[src/rtl/ccd_seq_pkg.sv]
package ccd_seq_pkg;

    typedef enum logic [2:0] {
        ST_INTEG  = 3'd0,
        ST_VX_A   = 3'd1,
        ST_VX_B   = 3'd2,
        ST_VX_C   = 3'd3,
        ST_HSETUP = 3'd4,
        ST_HSHIFT = 3'd5
    } seq_state_e;

endpackage

[src/rtl/ccd_step_cnt.sv]
module ccd_step_cnt #(
    parameter int W = 16
) (
    input  logic         clk,
    input  logic         rst_n,
    input  logic         clr,
    input  logic         en,
    input  logic [W-1:0] lim,
    output logic [W-1:0] cnt,
    output logic         last
);

    // A limit of 0 or 1 behaves as a single-step count.
    // The >= compare lets a shrunken limit wrap at once.
    assign last = (lim <= W'(1)) || (cnt >= lim - W'(1));

    always_ff @(posedge clk or negedge rst_n) begin
        if (!rst_n) begin
            cnt <= '0;
        end else if (clr) begin
            cnt <= '0;
        end else if (en) begin
            cnt <= last ? '0 : cnt + W'(1);
        end
    end

endmodule

[src/rtl/ccd_pix_shaper.sv]
module ccd_pix_shaper #(
    parameter int CW    = 16,
    parameter int RST_W = 2
) (
    input  logic [CW-1:0] pc,
    input  logic [CW-1:0] pix,
    input  logic [CW-1:0] soff,
    input  logic          shifting,
    output logic          ha,
    output logic          hb,
    output logic          smp,
    output logic          rg
);

    logic [CW:0] half_w;
    logic [CW:0] spos;
    logic [CW:0] pc_w;

    always_comb begin
        half_w = {1'b0, pix >> 1};
        spos   = half_w + {1'b0, soff};
        pc_w   = {1'b0, pc};
        ha     = shifting && (pc_w < half_w);
        hb     = !ha;
        smp    = shifting && (pc_w == spos);
        rg     = (pc_w > spos) && (pc_w <= spos + (CW+1)'(RST_W));
    end

endmodule

[src/rtl/ccd_readout_seq.sv]
module ccd_readout_seq
    import ccd_seq_pkg::*;
#(
    parameter int N_LINES  = 1510,
    parameter int N_PIX    = 2267,
    parameter int CW       = 16,
    parameter int RST_W    = 2,
    parameter int DEF_PIX  = 25,
    parameter int DEF_VPW  = 1250,
    parameter int DEF_HSU  = 250,
    parameter int DEF_SOFF = 2
) (
    input  logic          clk,
    input  logic          rst_n,
    input  logic          start,
    input  logic [CW-1:0] cfg_pix,
    input  logic [CW-1:0] cfg_vpw,
    input  logic [CW-1:0] cfg_hsu,
    input  logic [CW-1:0] cfg_soff,
    output logic          busy,
    output logic          vert_a,
    output logic          vert_b,
    output logic          horz_a,
    output logic          horz_b,
    output logic          node_rst,
    output logic          frame_strb,
    output logic          line_strb,
    output logic          adc_strb
);

    localparam int LW = $clog2(N_LINES + 1);
    localparam int PW = $clog2(N_PIX + 1);
    localparam logic [LW-1:0] LINE_LIM = LW'(N_LINES);
    localparam logic [PW-1:0] PIX_LIM  = PW'(N_PIX);

    seq_state_e state, state_nx;

    logic [CW-1:0] lat_pix, lat_vpw, lat_hsu, lat_soff;
    logic          accept;
    logic          shifting;
    logic          in_dwell;
    logic [CW-1:0] dwell_lim;

    logic [CW-1:0] pc,  dc;
    logic [PW-1:0] px;
    logic [LW-1:0] ln;
    logic          pc_last, dc_last, px_last, ln_last;

    logic          sh_ha, sh_hb, sh_smp, sh_rg;

    assign accept    = (state == ST_INTEG) && start;
    assign shifting  = (state == ST_HSHIFT);
    assign in_dwell  = (state == ST_VX_A) || (state == ST_VX_B) ||
                       (state == ST_VX_C) || (state == ST_HSETUP);
    assign dwell_lim = (state == ST_HSETUP) ? lat_hsu : lat_vpw;

    // Configuration capture: only on an accepted start.
    always_ff @(posedge clk or negedge rst_n) begin
        if (!rst_n) begin
            lat_pix  <= CW'(DEF_PIX);
            lat_vpw  <= CW'(DEF_VPW);
            lat_hsu  <= CW'(DEF_HSU);
            lat_soff <= CW'(DEF_SOFF);
        end else if (accept) begin
            lat_pix  <= cfg_pix;
            lat_vpw  <= cfg_vpw;
            lat_hsu  <= cfg_hsu;
            lat_soff <= cfg_soff;
        end
    end

    // Pixel phase: free running, realigned on entry to shifting.
    ccd_step_cnt #(.W(CW)) u_pix_phase (
        .clk  (clk),
        .rst_n(rst_n),
        .clr  ((state == ST_HSETUP) && dc_last),
        .en   (1'b1),
        .lim  (lat_pix),
        .cnt  (pc),
        .last (pc_last)
    );

    // Dwell time of the transfer and setup states.
    ccd_step_cnt #(.W(CW)) u_dwell (
        .clk  (clk),
        .rst_n(rst_n),
        .clr  (state != state_nx),
        .en   (in_dwell),
        .lim  (dwell_lim),
        .cnt  (dc),
        .last (dc_last)
    );

    // Pixel index within a line.
    ccd_step_cnt #(.W(PW)) u_pix_idx (
        .clk  (clk),
        .rst_n(rst_n),
        .clr  (!shifting),
        .en   (shifting && pc_last),
        .lim  (PIX_LIM),
        .cnt  (px),
        .last (px_last)
    );

    // Line index within a frame.
    ccd_step_cnt #(.W(LW)) u_line_idx (
        .clk  (clk),
        .rst_n(rst_n),
        .clr  (accept),
        .en   (shifting && pc_last && px_last),
        .lim  (LINE_LIM),
        .cnt  (ln),
        .last (ln_last)
    );

    ccd_pix_shaper #(.CW(CW), .RST_W(RST_W)) u_shaper (
        .pc      (pc),
        .pix     (lat_pix),
        .soff    (lat_soff),
        .shifting(shifting),
        .ha      (sh_ha),
        .hb      (sh_hb),
        .smp     (sh_smp),
        .rg      (sh_rg)
    );

    // State register.
    always_ff @(posedge clk or negedge rst_n) begin
        if (!rst_n) begin
            state <= ST_INTEG;
        end else begin
            state <= state_nx;
        end
    end

    // Transitions.
    always_comb begin
        state_nx = state;
        unique case (state)
            ST_INTEG:  if (start)   state_nx = ST_VX_A;
            ST_VX_A:   if (dc_last) state_nx = ST_VX_B;
            ST_VX_B:   if (dc_last) state_nx = ST_VX_C;
            ST_VX_C:   if (dc_last) state_nx = ST_HSETUP;
            ST_HSETUP: if (dc_last) state_nx = ST_HSHIFT;
            ST_HSHIFT: if (pc_last && px_last)
                           state_nx = ln_last ? ST_INTEG : ST_VX_A;
            default:   state_nx = ST_INTEG;
        endcase
    end

    // Outputs.
    always_comb begin
        busy       = (state != ST_INTEG);
        vert_a     = 1'b0;
        vert_b     = 1'b0;
        horz_a     = 1'b0;
        horz_b     = 1'b1;
        node_rst   = sh_rg;
        frame_strb = 1'b0;
        line_strb  = 1'b0;
        adc_strb   = 1'b0;
        unique case (state)
            ST_INTEG: ;
            ST_VX_A: begin
                vert_b     = 1'b1;
                line_strb  = (dc == '0);
                frame_strb = (dc == '0) && (ln == '0);
            end
            ST_VX_B: vert_a = 1'b1;
            ST_VX_C: ;
            ST_HSETUP: ;
            ST_HSHIFT: begin
                horz_a   = sh_ha;
                horz_b   = sh_hb;
                adc_strb = sh_smp;
            end
            default: ;
        endcase
    end

endmodule

[config.mk]
export PLATFORM = sky130hd
export DESIGN_NAME = ccd_readout_seq
export DESIGN_NICKNAME = d
export VERILOG_FILES = /design/src/rtl/ccd_seq_pkg.sv /design/src/rtl/ccd_step_cnt.sv /design/src/rtl/ccd_pix_shaper.sv /design/src/rtl/ccd_readout_seq.sv
export SDC_FILE = /design/constraint.sdc
export NUM_CORES = 1
export LEC_CHECK = 0
export ABC_AREA = 1
export CORE_MARGIN = 4
export CORE_UTILIZATION = 55
export DETAILED_ROUTE_END_ITERATION = 6
export DONT_BUFFER_PORTS = 1
export PLACE_DENSITY_LB_ADDON = 0.08
export SETUP_SLACK_MARGIN = 0.2
export SLEW_MARGIN = 10
export SYNTH_ARGS = -nofsm -noshare
export SYNTH_HDL_FRONTEND = slang
export SYNTH_HIERARCHICAL = 1
export SYNTH_SLANG_ARGS = --single-unit
export TNS_END_PERCENT = 30
[constraint.sdc]
create_clock -name clk -period 5.3 [get_ports clk]
set_input_delay 1.06 -clock clk [delete_from_list [all_inputs] [get_ports clk]]
set_output_delay 1.06 -clock clk [all_outputs]
set_load 0.005 [all_outputs]
==> key figures, run 1 <==
Status
  – Outcome: completed

Synthesis
  – Seq cells post-synth: approximately 120
  – Syn Inst Count: between 1500 and 2000
  – Post-Synth Adder-Cell Area: 0.136
  – Post-synth ARST share: 1.00
  – Synth warn: 6
  – Post-synth EDFFs: 0
  – Synth cell types: 50
  – Synth Area in Simple Gates: 0.398
  – Synth Area in Compound Gates: 0.0427
  – Main combinational cell family by area after synthesis: simple AND/OR/NAND/NOR gates
  – Primary FF master, synth: dfrtp_1
  – Seq/Total Area, Yosys: 0.258
  – Mapped cell area: around 12000 um2
  – Post-Synth XOR/XNOR Area: 0.0515
  – Mux contribution to synthesized area: 0.0173
  – Post-synthesis average cell area: between 6 and 7 um2

Placement
  – PortBufs: 0
  – HPWL Detailed: ~22000 um
  – Placed cell areas: approximately 12000 um2
  – Pre-CTS WS: 0.596 ns
  – Final Wtd Congestion: 0.888

Floorplan
  – Overall die height: ~160 um
  – Core Area: 21200 um2
  – Initial Utilization: 0.563
  – Die W: ~160 um
  – IO Count: 76
  – Die area: approximately 24000 um2
  – Num rows: 53

Global routing
  – Largest net degree at the start of global routing: around 120
  – Tot GR Track Use: 0.256
  – Vias in the first global route: 10400
  – First-pass GRT wire length: 50300 um
  – Total grt overflow: 0
  – Initial antenna violation count: 0

Route
  – Initial DRC count: about 630
  – Routed Antenna Nets: 0
  – First-pass DRT Iterations: 5
  – Vias: 10800
  – WL/cell: about 14 um
  – Post-route DRC: 0
  – Vias per cell: around 5.1
  – Drt total wl: approximately 30000 um

Power and ir drop
  – VDD IR-drop max: 0.000336 V
  – Power consumption: around 7 mW
  – P_leak: 7.22 nW
  – Pwr dens: about 540 nW/um2

Timing
  – Setup ws final: about 0.47 ns
  – Worst-margin pin slew: about 1 ns
  – Final Setup Violations: 0
  – RSZ-0062 raised after global routing: true
  – Slew HR: 0.335
  – Crit share post-route: 0.912
  – Max-slew violations: 0
  – Minimum clock period: just under 5 ns
  – Setup TNS: 0 ns
  – Fmax: just over 0.2 GHz
  – Final hold vios: 0
  – Clk_skew: about 0.014 ns

Critical path
  – Startpoint Class: register
  – Setup crit end kind: output port
  – Crit path max fanout: 4
  – Worst Reg-to-Reg Cells: 26
  – CP Data Arrival Time: around 3.8 ns
  – Flop-to-flop setup slack: 0.70 ns
  – Reg-to-reg startpoint: state[0]
  – Data required time at the worst endpoint: between 4 and 5 ns
  – Worst R2R End: u_dwell/cnt[4]
  – Worst setup path class: reg2out

Final layout
  – Fin area: 12900 um2
  – Area of the multi-input gates: 7910 um2
  – Reg area: ~3100 um2
  – Share of layout cells above drive strength 1: 0.0955
  – Syn-to-layout area delta: 8.01%
  – Final #Nets: a little over 2000
  – Fin util: 0.608
  – ANT cells: 0
  – FILL cells: between 2000 and 2500

Run
  – Max-Cap Viols: 0

Clocking
  – CTS H-tree depth: 4
  – Clock transition at the registers of the reported paths: 0.06 ns
  – CTS max path bufs: 2
  – TritonCTS Buffers: 17
  – CTS tree: built
  – # hold bufs at CTS: 0
  – Root Buffer: clkbuf_16
  – Worst skew pair latency: between 0.4 and 0.5 ns
  – Sink Count: ~120

Min path
  – Hold Crit Class: in2async
==> stage by stage <==
stage               std cells  hold WS, ns
floorplan                1832        0.443
global placement         2082        0.460
detailed placement       2082        0.462
CTS                      2114        0.314
global route             2117        0.306
finish                   2117        0.331
==> worst max-delay path, stage by stage, from the launching register on <==
cell      delay (ns)
dfrtp_2         0.41
ha_2            0.22
inv_1           0.06
fa_1            0.40
inv_1           0.12
nand2_1         0.05
nand2_1         0.08
nand3b_1        0.08
nand2_1         0.13
inv_2           0.07
nor2_2          0.12
nand3_2         0.14
nor2_4          0.15
xor2_1          0.17
ha_1            0.25
nand2_1         0.10
a21oi_1         0.05
nor2_1          0.08
nand3_1         0.08
nand2_1         0.06
nand2_1         0.06
nand2_1         0.06
nand2_1         0.05
nand2_1         0.05
nand2_1         0.04
nand2_1         0.07
nor2_1          0.04
nor2_1          0.15
==> state kept, by name, summed over array words and instances (netlist names) <==
register         cells
u_pix_idx/cnt       12
u_line_idx/cnt      11
u_dwell/cnt         16
lat_pix             16
u_pix_phase/cnt     16
state                3
lat_soff            16
lat_vpw             16
lat_hsu             16
==> synthesized netlist by cell type, types with 5 or more instances <==
cell	number	area [um2]
ha_1	128	1600
buf_6	11	124
nand3_2	6	60.1
nor2_4	12	135
buf_2	7	35.0
nand3_1	94	470
nor2_1	151	567
nor3_1	8	40.0
xnor2_1	26	228
o21ai_1	9	45.0
nor4_1	6	37.5
buf_4	9	67.6
nand2_2	31	194
mux2_2	9	101
dfrtp_1	107	2680
mux2_4	7	105
nand2_1	664	2490
nor2_2	34	213
inv_2	5	18.8
a21oi_1	46	230
dfstp_2	15	394
o21ai_0	14	70.1
xor2_1	44	385
nand3b_1	5	37.5
inv_1	228	856
nand4_1	55	344
==> cells in the final DEF (no fill, tap or decap), types with 15 or more instances in the layout <==
master,count
a21oi_1,46
clkbuf_16,17
conb_1,57
dfrtp_1,105
dfstp_2,15
ha_1,127
inv_1,228
nand2_1,664
nand2_2,31
nand3_1,94
nand4_1,55
nor2_1,150
nor2_2,34
xnor2_1,26
xor2_1,44
==> logic make-up (layout without fill, tap and decap cells) <==
group | count (synthesis) | after routing
muxes | 16 | 16
DFF | 122 | 122
AOI/OAI and AO/OA | 89 | 89
xor gates and xnor gates | 70 | 70
and+or+nand+nor | 1082 | 1082
adders and majority gates | 129 | 129
other | 2 | 57
buffers and inverters | 267 | 277
==> worst max-delay path by stage <==
| stage | start | slack [ns] | cells past startpoint | end |
|---|---|---|---|---|
| 4_1_cts | lat_pix[1] | 0.22 | 27 | node_rst |
| 3_3_place_gp | state[0] | 0.72 | 28 | u_dwell/cnt[10] |
| 2_1_floorplan | lat_pix[1] | 1.26 | 25 | node_rst |
| 3_5_place_dp | state[0] | 0.60 | 28 | u_dwell/cnt[8] |
| 6_report | lat_pix[1] | 0.47 | 27 | node_rst |
| 5_1_grt | lat_pix[1] | 0.10 | 27 | node_rst |
==> layout make-up <==
class | count | share of cell area
tap | 275 | 0.0268
timing repair buffer | 10 | 0.00584
clock buffer | 19 | 0.0345
multi-input combinational | 1443 | 0.616
inverter | 235 | 0.0686
sequential | 122 | 0.239
clock inverter | 13 | 0.00944
==> per-layer routing <==
layer  GRT usage  routed length, um  up-vias
met5           0                  0        -
met3      0.0453               1530       33
met1       0.352              14300     4892
met2       0.416              13300      225
met4      0.0694                437        0
li1            -                  -     5657
==> where the power goes <==
group	total, mW	switching [mW]	leakage (nW)	internal (mW)
logic	4.12	2.59	5.39	1.53
clock network	1.13	0.472	0.267	0.661
registers	1.72	0.437	1.55	1.28
==> what timing repair did <==
item / CTS / global route
gates resized for setup: 0 / 5
setup endpoints to repair: 0 / 11
setup buffers: 0 / 3
Note: power is estimated with default switching activity, not from simulation.
==> inputs of run 2 (changes only) <==
--- a/config.mk
+++ b/config.mk
@@ -7,7 +7,7 @@
 export LEC_CHECK = 0
 export ABC_AREA = 1
 export CORE_MARGIN = 4
-export CORE_UTILIZATION = 55
+export CORE_UTILIZATION = 25
 export DETAILED_ROUTE_END_ITERATION = 6
 export DONT_BUFFER_PORTS = 1
 export PLACE_DENSITY_LB_ADDON = 0.08
==> constraint.sdc (replaced) <==
create_clock -name clk -period 5.9 [get_ports clk]
set_input_delay 1.18 -clock clk [delete_from_list [all_inputs] [get_ports clk]]
set_output_delay 1.18 -clock clk [all_outputs]
set_load 0.005 [all_outputs]
==> run 2 against run 1 <==
- sequential share of layout area shrank 0.81 points
- power shrank 7.6%
- die area rose by 110%
- clock skew is 0.0020 ns lower
- final cell count up 16%
- sequential power is 9.9% lower
- core utilization is 32 points lower
==> key figures, run 2 (synthesized netlist as in run 1, its figures left out) <==
Route
  – Drt total wl: 35800 um (+21%)
  – Routed Antenna Nets: 0 (unchanged)
  – Vias per cell: 4.31 (-16%)
  – Vias: 10500 (-2.5%)
  – Initial DRC count: 469 (-25%)
  – First-pass DRT Iterations: 5 (unchanged)
  – Post-route DRC: 0 (unchanged)
  – WL/cell: 14.6 um (+4.6%)

Critical path
  – CP dominant cell by count: nand2_1
  – Setup crit end kind: register
  – Startpoint Class: register
  – Worst Reg-to-Reg Cells: 30 (+15%)
  – Slowest CP cell: dfrtp_1
  – Worst R2R End: u_dwell/cnt[1]
  – CP max stage delay: 0.46 ns (+0.05 ns)
  – CP Data Arrival Time: 5.43 ns (+1.66 ns)
  – Crit path max fanout: 19 (+15)
  – Reg-to-reg startpoint: state[0]
  – Worst setup path class: reg2reg
  – Flop-to-flop setup slack: 0.84 ns (+0.14 ns)
  – Data required time at the worst endpoint: 6.28 ns (+2.04 ns)

Power and ir drop
  – P_leak: 7.24 nW (+0.27%)
  – Switching pwr: 3.21 mW (-8.3%)
  – Net Sw Frac: 0.499 (-0.00356)
  – Clock power frac: 0.177 (+0.015)
  – Power share of the combinational group: 0.582 (-0.009)
  – VDD IR-drop max: 0.000219 V (-35%)
  – Flop pwr share: 0.241 (-0.005)
  – P_int: 3.23 mW (-6.9%)
  – Pwr dens: 485 nW/um2 (-11%)

Placement
  – PortBufs: 0 (unchanged)
  – HPWL Detailed: 27400 um (+23%)
  – Final Wtd Congestion: 0.798 (-10%)

Timing
  – RSZ-0062 raised after global routing: false
  – Final Setup Violations: 0 (unchanged)
  – Worst-margin pin slew: 0.890 ns (-0.107 ns)
  – Final hold slack: 0.445 ns (+0.114 ns)
  – Minimum clock period: ~5.1 ns
  – Max-slew violations: 0 (unchanged)
  – Crit share post-route: 0.857
  – Final hold vios: 0 (unchanged)
  – Clk_skew: 0.0125 ns (-0.00199 ns)
  – Slew HR: 0.405 (+0.0698)
  – Fmax: roughly 0.20 GHz
  – Setup TNS: 0 ns (unchanged)

Final layout
  – FILL cells: 5194 (+160%)
  – Most frequent cells in the layout: nand2_1 (664), inv_1 (228), nor2_1 (151)
  – Most common cell after layout, fill and taps aside: nand2_1
  – Syn-to-layout area delta: 11.7%
  – Share of layout cells above drive strength 1: 0.0908 (-0.00474)
  – Final #Nets: 2022 (-0.15%)

Floorplan
  – IO Count: 76 (unchanged)
  – Core Area: 46800 um2 (+120%)
  – Overall die height: 226 um (+46%)
  – Die area: 51200 um2 (+110%)
  – Die W: 226 um (+46%)
  – Initial Utilization: 0.255 (-0.308)
  – Num rows: 79 (+49%)

Global routing
  – Vias in the first global route: 10300 (-0.76%)
  – Largest net degree at the start of global routing: 123 (unchanged)
  – Grt met3 use: 0.0274 (-0.0179)
  – GR Util met1: 0.188 (-0.165)
  – Tot GR Track Use: 0.144 (-0.112)
  – Total grt overflow: 0 (unchanged)
  – Initial antenna violation count: 1 (+1)
  – Met2 usage: 0.250 (-0.166)
  – GR peak layer: met2
  – First-pass GRT wire length: 57600 um (+14%)

Status
  – Outcome: completed

Clocking
  – Clock transition at the registers of the reported paths: 0.06 ns (about the same)
  – # hold bufs at CTS: 0 (unchanged)
  – CTS tree: built
  – Root Buffer: clkbuf_16
  – # Post-CTS Setup Buffers: 0 (unchanged)
  – CTS max path bufs: 2 (unchanged)
  – CTS H-tree depth: 4 (unchanged)
  – Sink Count: 122 (unchanged)
  – Post_cts resized: 0 (unchanged)
  – Worst skew pair latency: 0.44 ns (+0.02 ns)
  – TritonCTS Buffers: 17 (unchanged)

Min path
  – Hold Crit Class: in2async

Run
  – Max-Cap Viols: 0 (unchanged)
-- run 2: metrics by stage --
stage | std cells | setup WS (ns) | utilization | power (mW) | instance area, um2
global placement | 2414 | 0.955 | 0.271 | 5.36 | 12700
detailed placement | 2414 | 0.854 | 0.271 | 5.37 | 12700
global route | 2446 | 0.324 | 0.284 | 7.21 | 13300
floorplan | 1832 | 1.74 | - | 4.35 | 12100
CTS | 2446 | 0.768 | 0.284 | 6.58 | 13300
finish | 2447 | 0.844 | 0.284 | 6.45 | 13300
-- run 2: layer usage --
| layer | vias to the layer above | share of wire |
|---|---|---|
| met5 | - | 0.00034 |
| met4 | 2 | 0.0096 |
| met3 | 18 | 0.031 |
| met2 | 139 | 0.48 |
| met1 | 4714 | 0.48 |
| li1 | 5666 | - |
-- run 2: critical path, delay by kind of cell (launching register included) --
family        cells  cell delay [ns]
xor+xnor          1             0.17
fa+ha+maj         2             0.51
buf+inv           5             0.69
flops             1             0.46
mux               1             0.35
simple gates     21             2.80
-- run 2: how the worst max path moves through the flow --
stage	startpoint	endpoint	slack, ns	cells past startpoint
2_1_floorplan	lat_pix[1]	node_rst	1.74	25
3_3_place_gp	state[0]	u_dwell/cnt[15]	0.96	30
6_report	state[0]	u_dwell/cnt[1]	0.84	30
5_1_grt	state[1]	u_dwell/cnt[11]	0.32	30
4_1_cts	lat_pix[1]	node_rst	0.77	27
3_5_place_dp	state[0]	u_dwell/cnt[3]	0.85	30
-- run 2: power groups by stage --
| stage | Combinational, mW | Sequential [mW] | Clock [mW] |
|---|---|---|---|
| floorplan | 2.97 | 1.38 | 0 |
| global placement | 3.77 | 1.59 | 0 |
| detailed placement | 3.79 | 1.58 | 0 |
| CTS | 3.82 | 1.57 | 1.19 |
| global route | 4.38 | 1.61 | 1.22 |
| finish | 3.75 | 1.55 | 1.14 |
-- run 2: cell type report --
type,count,area [um2],area share
antenna,1,2.50,0.000188
clock buffer,21,450,0.0339
clock inverter,11,170,0.0128
inverter,235,882,0.0664
multi-input combinational,1443,7900,0.595
sequential,122,3070,0.231
tap,607,759,0.0571
timing repair buffer,7,52.6,0.00395
==> inputs of run 3 (changes only) <==
--- a/config.mk
+++ b/config.mk
@@ -7,7 +7,7 @@
 export LEC_CHECK = 0
 export ABC_AREA = 1
 export CORE_MARGIN = 4
-export CORE_UTILIZATION = 25
+export CORE_UTILIZATION = 50
 export DETAILED_ROUTE_END_ITERATION = 6
 export DONT_BUFFER_PORTS = 1
 export PLACE_DENSITY_LB_ADDON = 0.08
==> run 3 against run 2 <==
- die area shrank 49%
- flip-flop and latch count is the same
- critical path depth shrank 3
- largest cell class unchanged
- combinational power shrank 2%
- sequential share of layout area grew 0.69 points
- maximum frequency shrank 3.4%
- global-route usage grew 9.4 points
==> key figures, run 3 (synthesized netlist as in run 1, its figures left out) <==
Timing
  – Fmax: 0.191 GHz (-3.4%)
  – Slew HR: 0.416 (+0.0113)
  – Minimum clock period: 5.23 ns (+0.176 ns)
  – Final Setup Violations: 0 (unchanged)
  – Crit share post-route: 0.887 (+0.0298)
  – Setup TNS: 0 ns (unchanged)
  – RSZ-0062 raised after global routing: false
  – Max-slew violations: 0 (unchanged)
  – Final hold slack: 0.437 ns (-0.00806 ns)
  – Final hold vios: 0 (unchanged)
  – Worst-margin pin slew: 0.873 ns (-0.0169 ns)
  – Clk_skew: 0.0140 ns (+0.00145 ns)

Global routing
  – Total grt overflow: 0 (unchanged)
  – First-pass GRT wire length: 50900 um (-12%)
  – Vias in the first global route: 10300 (-0.25%)
  – Tot GR Track Use: 0.238 (+0.0938)
  – Met2 usage: 0.383 (+0.133)
  – Grt met3 use: 0.0332 (+0.00581)
  – GR peak layer: met2
  – GR Util met1: 0.337 (+0.150)
  – Largest net degree at the start of global routing: 123 (unchanged)
  – Initial antenna violation count: 0 (-1)

Route
  – Initial DRC count: 677 (+44%)
  – Post-route DRC: 0 (unchanged)
  – Drt total wl: 30100 um (-16%)
  – First-pass DRT Iterations: 5 (unchanged)
  – Vias per cell: 5.02 (+17%)
  – Routed Antenna Nets: 0 (unchanged)
  – WL/cell: 14.0 um (-4.6%)
  – Vias: 10800 (+2.7%)

Critical path
  – Buf/Inv on CP: 3 (-2)
  – CP Data Arrival Time: 5.58 ns (+0.15 ns)
  – Startpoint Class: register
  – Data required time at the worst endpoint: 6.25 ns (-0.03 ns)
  – CP dominant cell by count: nand2_1
  – Crit path max fanout: 19 (unchanged)
  – CP max stage delay: 0.52 ns (+0.06 ns)
  – Worst setup path class: reg2reg
  – Top Family by Delay on Critical Path: simple AND/OR/NAND/NOR gates
  – Setup crit end kind: register
  – Slowest CP cell: nor2_2

Clocking
  – # hold bufs at CTS: 0 (unchanged)
  – Post_cts resized: 0 (unchanged)
  – TritonCTS Buffers: 17 (unchanged)
  – CTS max path bufs: 2 (unchanged)
  – Clock transition at the registers of the reported paths: 0.07 ns (about the same)
  – Worst skew pair latency: 0.43 ns (about the same)
  – CTS tree: built
  – CTS H-tree depth: 4 (unchanged)
  – Sink Count: 122 (unchanged)
  – Root Buffer: clkbuf_16
  – # Post-CTS Setup Buffers: 0 (unchanged)

Floorplan
  – Die area: 26300 um2 (-49%)
  – Num rows: 56 (-29%)
  – Overall die height: 162 um (-28%)
  – Core Area: 23500 um2 (-50%)
  – Initial Utilization: 0.507 (+0.252)
  – IO Count: 76 (unchanged)
  – Die W: 162 um (-28%)

Final layout
  – Most common cell after layout, fill and taps aside: nand2_1
  – Syn-to-layout area delta: 8.47%
  – Fin util: 0.550 (+0.266)
  – Final #Nets: 2020 (-0.099%)
  – Share of layout cells above drive strength 1: 0.0915 (+0.000643)
  – Most frequent cells in the layout: nand2_1 (664), inv_1 (228), nor2_1 (151)
  – ANT cells: 0 (-1)
  – Final cell count without fillers: 2156 (-12%)

Status
  – Outcome: completed

Min path
  – Hold Crit Class: in2async

Power and ir drop
  – P_leak: 7.23 nW (about the same)
  – Pwr dens: 490 nW/um2 (+0.95%)
  – P_int: 3.18 mW (-1.6%)
  – Net Sw Frac: 0.496 (-0.00212)
  – Power consumption: 6.32 mW (-2.0%)
  – Power share of the combinational group: 0.582 (about the same)
  – Clock power frac: 0.176 (about the same)
  – VDD IR-drop max: 0.000232 V (+5.8%)
  – Switching pwr: 3.14 mW (-2.4%)
  – Flop pwr share: 0.242 (about the same)

Placement
  – PortBufs: 0 (unchanged)
  – Dpl cells: 2124 (-12%)
  – Final Wtd Congestion: 0.897 (+12%)
  – HPWL Detailed: 23300 um (-15%)

Run
  – Max-Cap Viols: 0 (unchanged)
## run 3: cell types whose count changed in the layout (fill, tap and decap cells not counted)
cell | before | now
clkbuf_8 | 1 | 0
buf_4 | 7 | 5
clkinv_4 | 1 | 3
clkbuf_1 | 3 | 0
bufinv_16 | 4 | 3
clkinvlp_4 | 3 | 1
diode_2 | 1 | 0
inv_8 | 0 | 1
inv_6 | 1 | 5
## run 3: stage by stage
stage / setup slack, ns / instance area (um2)
3_5_place_dp: 0.714 / 12300
3_3_place_gp: 0.876 / 12300
4_1_cts: 0.683 / 12900
6_report: 0.668 / 12900
5_1_grt: 0.240 / 12900
2_1_floorplan: 1.74 / 12100
## run 3: metal layers
metal,up-vias,routed length (um)
met1,4906,14600
met2,234,13600
li1,5650,-
met5,-,0
met3,35,1410
met4,0,490
## run 3: final timing paths
path	from	cells past startpoint	slack [ns]	to
max	state[0]	27	0.67	u_dwell/cnt[4]
min in group clk	lat_hsu[6]	2	0.47	lat_hsu[6]
min	rst_n	0	0.44	lat_soff[14]
max in group asynchronous	rst_n	0	5.15	lat_pix[0]
min reg2reg	lat_hsu[6]	2	0.47	lat_hsu[6]
max reg2reg	state[0]	27	0.67	u_dwell/cnt[4]
## run 3: final cells by class
class | count | area (um2)
multi-input combinational | 1443 | 7900
fill | 2387 | 10600
sequential | 122 | 3070
clock buffer | 17 | 425
inverter | 235 | 882
timing repair buffer | 5 | 37.5
tap | 319 | 399
clock inverter | 15 | 189
## run 3: power by group through the flow
| stage | clock (mW) | combinational, mW | sequential [mW] |
|---|---|---|---|
| floorplan | 0 | 2.97 | 1.38 |
| global placement | 0 | 3.56 | 1.54 |
| detailed placement | 0 | 3.65 | 1.54 |
| CTS | 1.12 | 3.68 | 1.53 |
| global route | 1.17 | 4.32 | 1.57 |
| finish | 1.11 | 3.68 | 1.53 |
